$ cat src/rtl/pcs_pkg.sv
package pcs_pkg;
  localparam logic [1:0] DIR_READ  = 2'b01;
  localparam logic [1:0] DIR_WRITE = 2'b10;

  typedef enum logic [1:0] {
    ST_IDLE  = 2'd0,
    ST_XFER1 = 2'd1,
    ST_XFER2 = 2'd2,
    ST_LIST  = 2'd3
  } seg_state_e;
endpackage

$ cat src/rtl/pcs_chunk_len.sv
module pcs_chunk_len #(
  parameter int AW         = 32,
  parameter int LW         = 24,
  parameter int PAGE_BYTES = 4096
) (
  input  logic [AW-1:0] addr,
  input  logic [LW-1:0] remain,
  output logic [LW-1:0] len
);
  localparam int POW = $clog2(PAGE_BYTES);

  logic [LW-1:0] span;

  always_comb begin
    span = LW'(PAGE_BYTES) - LW'(addr[POW-1:0]);
    len  = (remain < span) ? remain : span;
  end
endmodule

$ cat src/rtl/pcs_cmd_check.sv
module pcs_cmd_check #(
  parameter int LW = 24
) (
  input  logic [1:0]    dir,
  input  logic [LW-1:0] bytes,
  output logic          legal,
  output logic          to_host
);
  import pcs_pkg::*;

  always_comb begin
    to_host = (dir == DIR_READ);
    legal   = (bytes != '0) && ((dir == DIR_READ) || (dir == DIR_WRITE));
  end
endmodule

$ cat src/rtl/prp_chunk_segmenter.sv
module prp_chunk_segmenter #(
  parameter int AW         = 32,
  parameter int LW         = 24,
  parameter int OW         = 40,
  parameter int PAGE_BYTES = 4096
) (
  input  logic          clk,
  input  logic          rst,
  input  logic          cmd_valid,
  output logic          cmd_ready,
  input  logic [1:0]    cmd_dir,
  input  logic [AW-1:0] cmd_ptr1,
  input  logic [AW-1:0] cmd_ptr2,
  input  logic [LW-1:0] cmd_bytes,
  input  logic [OW-1:0] cmd_offs,
  output logic          dma_req_valid,
  input  logic          dma_ack,
  output logic [AW-1:0] dma_addr,
  output logic [OW-1:0] dma_offs,
  output logic [LW-1:0] dma_len,
  output logic          dma_to_host,
  output logic          list_req_valid,
  input  logic          list_ack,
  output logic [AW-1:0] list_ptr,
  output logic [LW-1:0] list_bytes,
  output logic [OW-1:0] list_offs,
  output logic          done,
  output logic          done_ok
);
  import pcs_pkg::*;

  localparam int NPTR = 2;
  localparam logic [LW-1:0] PAGE_LEN = LW'(PAGE_BYTES);

  seg_state_e    state;
  logic [LW-1:0] rem_q;
  logic [AW-1:0] ptr2_q;

  logic          cmd_legal;
  logic          cmd_to_host;
  logic [LW-1:0] rem_next;
  logic [OW-1:0] offs_next;

  logic [AW-1:0] calc_addr [NPTR];
  logic [LW-1:0] calc_rem  [NPTR];
  logic [LW-1:0] calc_len  [NPTR];

  pcs_cmd_check #(.LW(LW)) u_check (
    .dir     (cmd_dir),
    .bytes   (cmd_bytes),
    .legal   (cmd_legal),
    .to_host (cmd_to_host)
  );

  assign rem_next  = rem_q - dma_len;
  assign offs_next = dma_offs + OW'(dma_len);

  // Piece 0 is sized from the incoming command, piece 1 from the second pointer
  assign calc_addr[0] = cmd_ptr1;
  assign calc_rem[0]  = cmd_bytes;
  assign calc_addr[1] = ptr2_q;
  assign calc_rem[1]  = rem_next;

  for (genvar g = 0; g < NPTR; g++) begin : g_chunk
    pcs_chunk_len #(
      .AW(AW), .LW(LW), .PAGE_BYTES(PAGE_BYTES)
    ) u_len (
      .addr   (calc_addr[g]),
      .remain (calc_rem[g]),
      .len    (calc_len[g])
    );
  end

  assign cmd_ready = (state == ST_IDLE);

  always_ff @(posedge clk) begin
    if (rst) begin
      state          <= ST_IDLE;
      rem_q          <= '0;
      ptr2_q         <= '0;
      dma_req_valid  <= 1'b0;
      dma_addr       <= '0;
      dma_offs       <= '0;
      dma_len        <= '0;
      dma_to_host    <= 1'b0;
      list_req_valid <= 1'b0;
      list_ptr       <= '0;
      list_bytes     <= '0;
      list_offs      <= '0;
      done           <= 1'b0;
      done_ok        <= 1'b0;
    end else begin
      done    <= 1'b0;
      done_ok <= 1'b0;
      unique case (state)
        ST_IDLE: begin
          if (cmd_valid) begin
            if (!cmd_legal) begin
              done <= 1'b1;
            end else begin
              dma_req_valid <= 1'b1;
              dma_addr      <= cmd_ptr1;
              dma_offs      <= cmd_offs;
              dma_len       <= calc_len[0];
              dma_to_host   <= cmd_to_host;
              rem_q         <= cmd_bytes;
              ptr2_q        <= cmd_ptr2;
              state         <= ST_XFER1;
            end
          end
        end
        ST_XFER1: begin
          if (dma_ack) begin
            dma_req_valid <= 1'b0;
            rem_q         <= rem_next;
            if (rem_next == '0) begin
              done    <= 1'b1;
              done_ok <= 1'b1;
              state   <= ST_IDLE;
            end else if (rem_next <= PAGE_LEN) begin
              dma_req_valid <= 1'b1;
              dma_addr      <= ptr2_q;
              dma_offs      <= offs_next;
              dma_len       <= calc_len[1];
              state         <= ST_XFER2;
            end else begin
              list_req_valid <= 1'b1;
              list_ptr       <= ptr2_q;
              list_bytes     <= rem_next;
              list_offs      <= offs_next;
              state          <= ST_LIST;
            end
          end
        end
        ST_XFER2: begin
          if (dma_ack) begin
            dma_req_valid <= 1'b0;
            rem_q         <= rem_next;
            done          <= 1'b1;
            done_ok       <= (rem_next == '0);
            state         <= ST_IDLE;
          end
        end
        ST_LIST: begin
          if (list_ack) begin
            list_req_valid <= 1'b0;
            done           <= 1'b1;
            done_ok        <= 1'b1;
            state          <= ST_IDLE;
          end
        end
        default: state <= ST_IDLE;
      endcase
    end
  end
endmodule

$ cat config.mk
export PLATFORM = sky130hd
export DESIGN_NAME = prp_chunk_segmenter
export DESIGN_NICKNAME = d
export VERILOG_FILES = /design/src/rtl/pcs_pkg.sv /design/src/rtl/pcs_chunk_len.sv /design/src/rtl/pcs_cmd_check.sv /design/src/rtl/prp_chunk_segmenter.sv
export SDC_FILE = /design/constraint.sdc
export NUM_CORES = 1
export LEC_CHECK = 0
export BUFFER_PORTS_ARGS = -buffer_cell sky130_fd_sc_hd__buf_2
export CORE_MARGIN = 2
export CORE_UTILIZATION = 44
export CTS_CLUSTER_SIZE = 16
export DETAILED_ROUTE_END_ITERATION = 16
export GPL_ROUTABILITY_DRIVEN = 0
export PLACE_DENSITY = 0.67
export SYNTH_ARGS = -nofsm -noshare
export SYNTH_HDL_FRONTEND = slang
export SYNTH_SLANG_ARGS = --single-unit
$ cat constraint.sdc
create_clock -name clk -period 9.8 [get_ports clk]
set_input_delay 1.96 -clock clk [delete_from_list [all_inputs] [get_ports clk]]
set_output_delay 1.96 -clock clk [all_outputs]
set_load 0.01 [all_outputs]
-- Yosys cells after proc, flatten, opt, wreduce, memory -nomap -nowiden
Cells that the tools add are included.
- reduce and logical (&&, ||, !) cells: 17
- $add $sub $neg: 4
- bitwise gates (word level): 2
- multiplexer cells: 53
- order comparisons: 3
- equality and inequality tests: 14
- operator list (cell ; count):
    2-to-1 mux 24 bit ; 10
    2-to-1 mux 40 bit ; 5
    2-to-1 mux 32 bit ; 5
    one-hot mux 24 bit (2 select lines) ; 2
    one-hot mux 40 bit (2 select lines) ; 1
    one-hot mux 32 bit (2 select lines) ; 1
    less-than comparator 24 bit ; 2
    adder 40 x 24 -> 40 bit ; 1
    subtractor 13 x 12 -> 14 bit, first input constant ; 2
    <= comparator 24 x 13 -> 1 bit, second input constant ; 1
    zero test 24 bit ; 1
    nonzero test 24 bit ; 1
    subtractor 24 bit ; 1
    2-to-1 mux 1 bit ; 18
    AND reduction 5 bit ; 3
    != test 2 bit, second input constant ; 7
    2-to-1 mux 2 bit ; 6
    one-hot mux 2 bit (4 select lines) ; 1
    AND reduction 4 bit ; 2
    equality test 2 bit, second input constant ; 3
    one-hot mux 1 bit (3 select lines) ; 2
    AND reduction 6 bit ; 1
    nonzero test 2 bit ; 3
    equality test 2 x 1 -> 1 bit, second input constant ; 2
    other kinds (10) ; 12
- input port bits: 135
- logic and storage cells: 107
- output and inout port bits: 198
- register bits after elaboration: 255

-- Longest topological paths before layout
Gate-level depths: netlist (run 1).
- depth after elaboration: 7
- depth in mapped cells: 21
- depth with buffers taken out: 18

-- Cells and area by module
From an unflattened synthesis (run 1), not the netlist that was laid out.
- cells, all modules: 1867
- area total of the unflattened synthesis: 15494.9 um^2
- by module, submodules not included (module ; times used ; cells each ; area an instance (um^2) ; seq. area each (um^2)):
    prp_chunk_segmenter ; 1 ; 1655 ; 13849.5 ; 5104.9
    pcs_chunk_len ; 2 ; 101 ; 788.3 ; 0.0
    pcs_cmd_check ; 1 ; 10 ; 68.8 ; 0.0

-- Worst setup path after synthesis (run 1)
Ideal clock, no wire load.
- kind: input-to-reg
- start: in cmd_ptr1[4]
- end: reg dma_len[1]
- library setup time: 0.139 ns
- data arrival time: 5.226 ns
- cell stages on the path: 15
- setup slack: 4.435 ns
- path buffers: 0
- cell sequence: or3_1 or2_2 nor4_1 nor3b_1 xor2_1 ha_1 a21o_1 a21o_1 a21oi_1 nor2_1 nor3b_1 o31a_1 mux2_2 a211oi_1 a221oi_1
- word-level cells in the longest chain between the ends: 6
- RTL lines (item ; line ; source):
    start, declared ; prp_chunk_segmenter.sv:12 ; input logic [AW-1:0] cmd_ptr1,
    subtractor 13 x 12 -> 14 bit ; pcs_chunk_len.sv:15 ; span = LW'(PAGE_BYTES) - LW'(addr[POW-1:0]);
    less-than comparator 24 bit ; pcs_chunk_len.sv:16 ; len = (remain < span) ? remain : span;
    2-to-1 mux 24 bit ; pcs_chunk_len.sv:16 ;
    2-to-1 mux 24 bit ; prp_chunk_segmenter.sv:98 ; if (!cmd_legal) begin
    2-to-1 mux 24 bit ; prp_chunk_segmenter.sv:97 ; if (cmd_valid) begin
    one-hot mux 24 bit (2 select lines) ; prp_chunk_segmenter.sv:95 ; unique case (state)
    end signal, assigned ; prp_chunk_segmenter.sv:104 ; dma_len <= calc_len[0];
    end signal, assigned ; prp_chunk_segmenter.sv:124 ; dma_len <= calc_len[1];
    end, declared ; prp_chunk_segmenter.sv:20 ; output logic [LW-1:0] dma_len,
No other way between the ends. The select of a mux whose other input is x is not followed.
A chain may end at the register's enable or synchronous reset.

-- Worst setup path in the final report (run 1)
Ends and elaborated chain as after synthesis.

==> results.ini, run 1 <==
[clock_network]
cts_setup_buffers=0
clkTransAtPathRegs_ns=0.06
clock_sinks=255
htree_num_levels=1
clock_path_buffers=3
cts_root_buf=clkbuf_16
numCtsBuffers=29
cts_tree=built
ctsResizeCount=0
cts_hold_buf=0
insertion_delay_ns=0.57

[yosys]
ys_ff_latch=255
yosys-top-cells-area=dfxtp_1 35%, mux2i_1 7.8%, ha_1 6.7%
async_flop_share_pct=0
ys_seq_area_share_pct=34.8
synthCells=1803
synth_fa_ha_area_share_pct=7.00
synth.mux.area_fraction_pct=7.99
synthFlopType=dfxtp_1
yosys_warnings=0
synth_top_family_by_area=compound AO/OA/AOI/OAI gates
synth_compound_area_share_pct=23.1
synth_area_um2=14700
synthXorXnorAreaFrac_pct=3.99
synth_edf_count=0
synthesis.nets=2019
synth-simple-area-share_pct=17.8
yosys.area.top_type=dfxtp_1
ys_types=76
synth_top_area_share_pct=34.8
avgSynthCellArea_um2=8.15

[routing]
wl_met1_mm=21.9
route.detailed.drc=0
num_vias=14700
routedWlPerCell_um=20.4
postRouteWirelength_mm=51.5
route.met3.wl_mm=4.10
postRouteAntennaNets=0
wl_met2_mm=24.1
first_iter_violations=1170
viasPerCell=5.82
topRoutingLayerUsed=met5
dr.pass1.iters=7

[sta]
finClkSkew_ns=0.0159
min_period_ns=6.01
tns_ns=0
max_clock_freq_ghz=0.166
rsz0062_at_grt=no
timing.slew.headroom_pct=32.2
slew_violations=0
min_period_over_period_pct=61.3
setup_viol_count_final=0
worstMarginPinSlew_ns=1.02
final_hold_viol_count=0

[die]
io_pins=333
chipHeight_um=187
fp.coreArea_um2=32700
row_count=66
die-area_um2=34900
start_util_pct=44.9
dieWidth_um=187

[grt]
grt_pass1_vias=13700
antenna_found_initial=4
grt_max_degree=82
gr-total-overflow=0
grt_usage_pct=28.1
grt_pass1_wl_mm=78.6

[finish]
finish.instance_area_um2=17400
drive_gt1_share_pct=20.8
fillers=3205
nets=2271
post-route-util_pct=53.3
area_delta_synth_final_pct=18.7

[run_status]
status=complete, no violations

[placement]
post-dp-hpwl_mm=37.1
placed_cell_area_um2=16500
port_buffers=332

[power]
p_leak_nw=7.55
fin_total_pwr_mw=5.01
vdd_drop_max_mv=0.163
power_density_nw_per_um2=287

[min_path]
min_path_type=flop to flop

[worst_setup_path]
worst-path-max-fanout=25
crit_arrival_ns=6.41
end_kind=flop
cp-start-kind=input pin
critical_path_required_ns=10.20
crit_type=input pin to flop

[flow_run]
max_cap_viol_count=0

-- cell families (layout without fill, tap and decap cells) --
| kind of cell | count (synthesis) | in the layout |
|---|---|---|
| buffers and inverters | 179 | 453 |
| xor gates and xnor gates | 67 | 67 |
| muxes | 117 | 117 |
| adders and majority gates | 81 | 81 |
| other | 0 | 3 |
| and+or+nand+nor | 592 | 592 |
| AOI/OAI and AO/OA | 512 | 512 |
| DFF | 255 | 255 |
-- per-stage QoR --
stage / hold WS [ns] / instances / setup slack (ns)
final: 0.451 / 2522 / 3.79
after CTS: 0.454 / 2519 / 3.93
after global routing: 0.470 / 2521 / 3.54
after global placement: 0.439 / 2466 / 3.50
after detailed placement: 0.445 / 2466 / 3.36
after floorplan: 0.444 / 1803 / 4.44
-- critical path, cell delays in order --
cell and delay, ns:
buf_2 0.12, or3_1 0.38, or2_2 0.31, nor4_1 0.49, nor3b_1 0.31, xor2_1 0.29
ha_1 0.31, a21o_1 0.17, a21o_1 0.17, a21oi_1 0.14, nor2_1 0.05, nor3b_1 0.17
o31a_1 0.75, mux2_2 0.42, a211oi_1 0.25, a221oi_1 0.12
-- layout make-up --
class                           count  area (µm²)  share of cell area (%)
Antenna cell                        3        7.51                  0.0431
Clock buffer                       42         845                    4.84
Clock inverter                     11         103                   0.588
Inverter                           52         195                    1.12
Multi-Input combinational cell   1369        8840                    50.7
Sequential cell                   255        5100                    29.3
Tap cell                          442         553                    3.17
Timing Repair Buffer              348        1790                    10.3
-- flip-flops by register name (all words and copies together) (netlist names), 2 cells and up --
register and count:
dma_addr 32, dma_len 24, dma_offs 40, list_bytes 24
list_offs 40, list_ptr 32, ptr2_q 32, rem_q 24
state 2
-- report_power, final --
group          total, mW  internal (mW)  switching (mW)
logic               2.54          0.907            1.63
clock network       1.09          0.625           0.464
registers           1.38           1.22           0.165
-- cell usage in the layout, fill, tap and decap left out, types with 33 or more instances in the layout --
cell / count
a21oi_1: 191
inv_1: 51
nand3_1: 33
xor2_1: 35
dfxtp_1: 255
nand2_1: 259
a211oi_1: 104
ha_1: 78
nor2_1: 158
buf_2: 331
nor3_1: 34
mux2i_1: 115
o21ai_0: 58
-- final timing paths --
| path | start | to | slack [ns] | depth (start not counted) |
|---|---|---|---|---|
| max | cmd_ptr1[4] | dma_len[1] | 3.79 | 16 |
| min | list_bytes[9] | list_bytes[9] | 0.45 | 2 |
| max reg2reg | dma_len[0] | dma_len[10] | 4.18 | 13 |
| min reg2reg | list_bytes[9] | list_bytes[9] | 0.45 | 2 |
-- per-layer routing --
metal  vias up  GRT usage (%)
met1      6954           37.2
li1       6981              -
met4         4           8.79
met3        91           5.51
met2       660           46.2
met5         -              0
-- synthesized netlist by cell type (14+ instances only) --
cell type	number
buf_2	17
a211oi_2	17
nand3_1	34
mux2i_1	115
dfxtp_1	255
clkbuf_1	91
inv_1	51
xnor2_1	32
nor4_1	17
nor3_1	34
a211oi_1	104
o21ai_0	58
a21oi_1	191
ha_1	79
nand2_1	260
xor2_1	35
o31ai_1	14
nor2_1	160
a21o_1	21
Power figures use the tool's default switching activity.
==> run 2: changes to the inputs <==
Clock period 9.8 ns to 5.8 ns, I/O delays scaled along.
==> results.ini, run 2 (synthesis results as in run 1) <==
[run_status]
status=complete, no violations

[min_path]
hold-path-endpoint=list_bytes[17]
min_path_type=flop to flop
min_from=list_bytes[17]
holdPathStages=2  ; unchanged

[finish]
area_delta_synth_final_pct=19.8
fillers=3191  ; -0.44%
final_common_cell=buf_2
drive_gt1_share_pct=21.2  ; +0.40 points
regArea_um2=5100  ; unchanged
final_cell_mix=331 x buf_2, 259 x nand2_1, 255 x dfxtp_1
nets=2280  ; +0.40%
top_regs=dma_offs x40, list_offs x40
multi_input_area_um2=8840  ; unchanged

[routing]
route.detailed.drc=0  ; unchanged
viasPerCell=5.86  ; +0.61%
dr.pass1.iters=6  ; -1
postRouteWirelength_mm=51.4  ; about the same
first_iter_violations=1079  ; -7.8%
postRouteAntennaNets=0  ; unchanged
routedWlPerCell_um=20.3  ; -0.41%
num_vias=14800  ; +0.93%

[clock_network]
numCtsBuffers=29  ; unchanged
insertion_delay_ns=0.58  ; about the same
clock_path_buffers=3  ; unchanged
clkTransAtPathRegs_ns=0.06  ; about the same
htree_num_levels=1  ; unchanged
cts_setup_buffers=0  ; unchanged
cts_hold_buf=0  ; unchanged
clock_sinks=255  ; unchanged
cts_root_buf=clkbuf_16
ctsResizeCount=0  ; unchanged
cts_tree=built

[worst_setup_path]
crit_type=flop to flop
critical_path_required_ns=6.26  ; -3.94 ns
reg2reg_to=dma_len[1]
cp-start-kind=flop
end_kind=flop
reg2regPathDepth=13  ; unchanged
crit_arrival_ns=5.52  ; -0.89 ns
r2r_slack_ns=0.75  ; -3.43 ns
r2r-start=dma_len[7]
crit_start=dma_len[7]
worst-path-max-fanout=39  ; +56%

[flow_run]
max_cap_viol_count=0  ; unchanged

[placement]
port_buffers=332  ; unchanged
post-dp-hpwl_mm=37.4  ; +0.81%

[sta]
tns_ns=0  ; unchanged
min_period_over_period_pct=87.1
final_hold_viol_count=0  ; unchanged
timing.hold.ws_ns=0.450  ; -0.000987 ns
worstMarginPinSlew_ns=1.20  ; +0.185 ns
max_clock_freq_ghz=0.198
min_period_ns=5.05
timing.slew.headroom_pct=19.9  ; -12 points
finClkSkew_ns=0.0138  ; -0.00207 ns
rsz0062_at_grt=no
slew_violations=0  ; unchanged
setup_viol_count_final=0  ; unchanged

[grt]
grt_usage_pct=27.9  ; -0.21 points
grt_pass1_wl_mm=78.3  ; -0.28%
grt_max_degree=96  ; +17%
antenna_found_initial=4  ; unchanged
grt_pass1_vias=13800  ; +1.0%
gr-total-overflow=0  ; unchanged

[die]
fp.coreArea_um2=32700  ; unchanged
chipHeight_um=187  ; unchanged
die-area_um2=34900  ; unchanged
start_util_pct=44.9  ; unchanged
row_count=66  ; unchanged
dieWidth_um=187  ; unchanged
io_pins=333  ; unchanged

[power]
p_leak_nw=7.63  ; +1.1%
vdd_drop_max_mv=0.282  ; +73%
power_density_nw_per_um2=490  ; +70%
fin_total_pwr_mw=8.62  ; +72%

## run 2: cell types whose count changed in the layout (fill, tap and decap cells not counted), sizes merged
cell	previous run	this run
clkinvlp	3	2
clkinv	6	5
clkbuf	43	41
buf	347	356
inv	53	54
bufinv	1	3
## run 2: power breakdown
part / internal [mW] / total, mW / switching, mW / leakage, nW
registers: 2.06 / 2.32 / 0.260 / 2.08
clock network: 1.15 / 1.93 / 0.785 / 0.489
logic: 1.57 / 4.38 / 2.81 / 5.06
## run 2: worst max path at each step
stage / endpoint / cells after the start
CTS: dma_len[1] / 13
global route: list_offs[1] / 13
finish: dma_len[1] / 13
detailed placement: dma_len[1] / 16
floorplan: dma_len[1] / 15
global placement: dma_len[1] / 16
## run 2: metrics by stage
step | cell area, µm² | utilization [%] | setup slack, ns | instances
after floorplan | 14700 | - | 1.24 | 1803
after global placement | 16600 | 50.7 | 0.835 | 2475
after detailed placement | 16600 | 50.7 | 0.767 | 2475
after CTS | 17600 | 53.8 | 0.862 | 2527
after global routing | 17600 | 53.8 | 0.486 | 2530
final | 17600 | 53.8 | 0.746 | 2530
## run 2: layout make-up
type                       instances  share of cell area, %
antenna                            3                 0.0427
timing repair buffer             357                   10.8
tap                              442                   3.14
multi-input combinational       1369                   50.2
sequential                       255                   29.0
clock inverter                    12                  0.946
clock buffer                      40                   4.76
inverter                          52                   1.11
## run 2: per-layer routing
metal  routed length, µm  vias up  track usage, %
met1               21700     7028            36.5
li1                    -     7011               -
met2               23400      679            44.8
met3                4310      107            5.81
met5                  13        -               0
met4                2060        2            11.4
## run 2: worst max-delay path, stage by stage (launching register included)
cell,delay [ns]
dfxtp_1,0.51
inv_1,0.08
ha_1,0.52
nand2_1,0.17
o41ai_1,0.39
o21ai_0,0.26
nand2_1,0.18
a311oi_1,0.23
a311o_1,0.37
or4b_1,0.66
o31ai_4,0.36
buf_4,0.47
nand2_1,0.34
a221oi_1,0.40
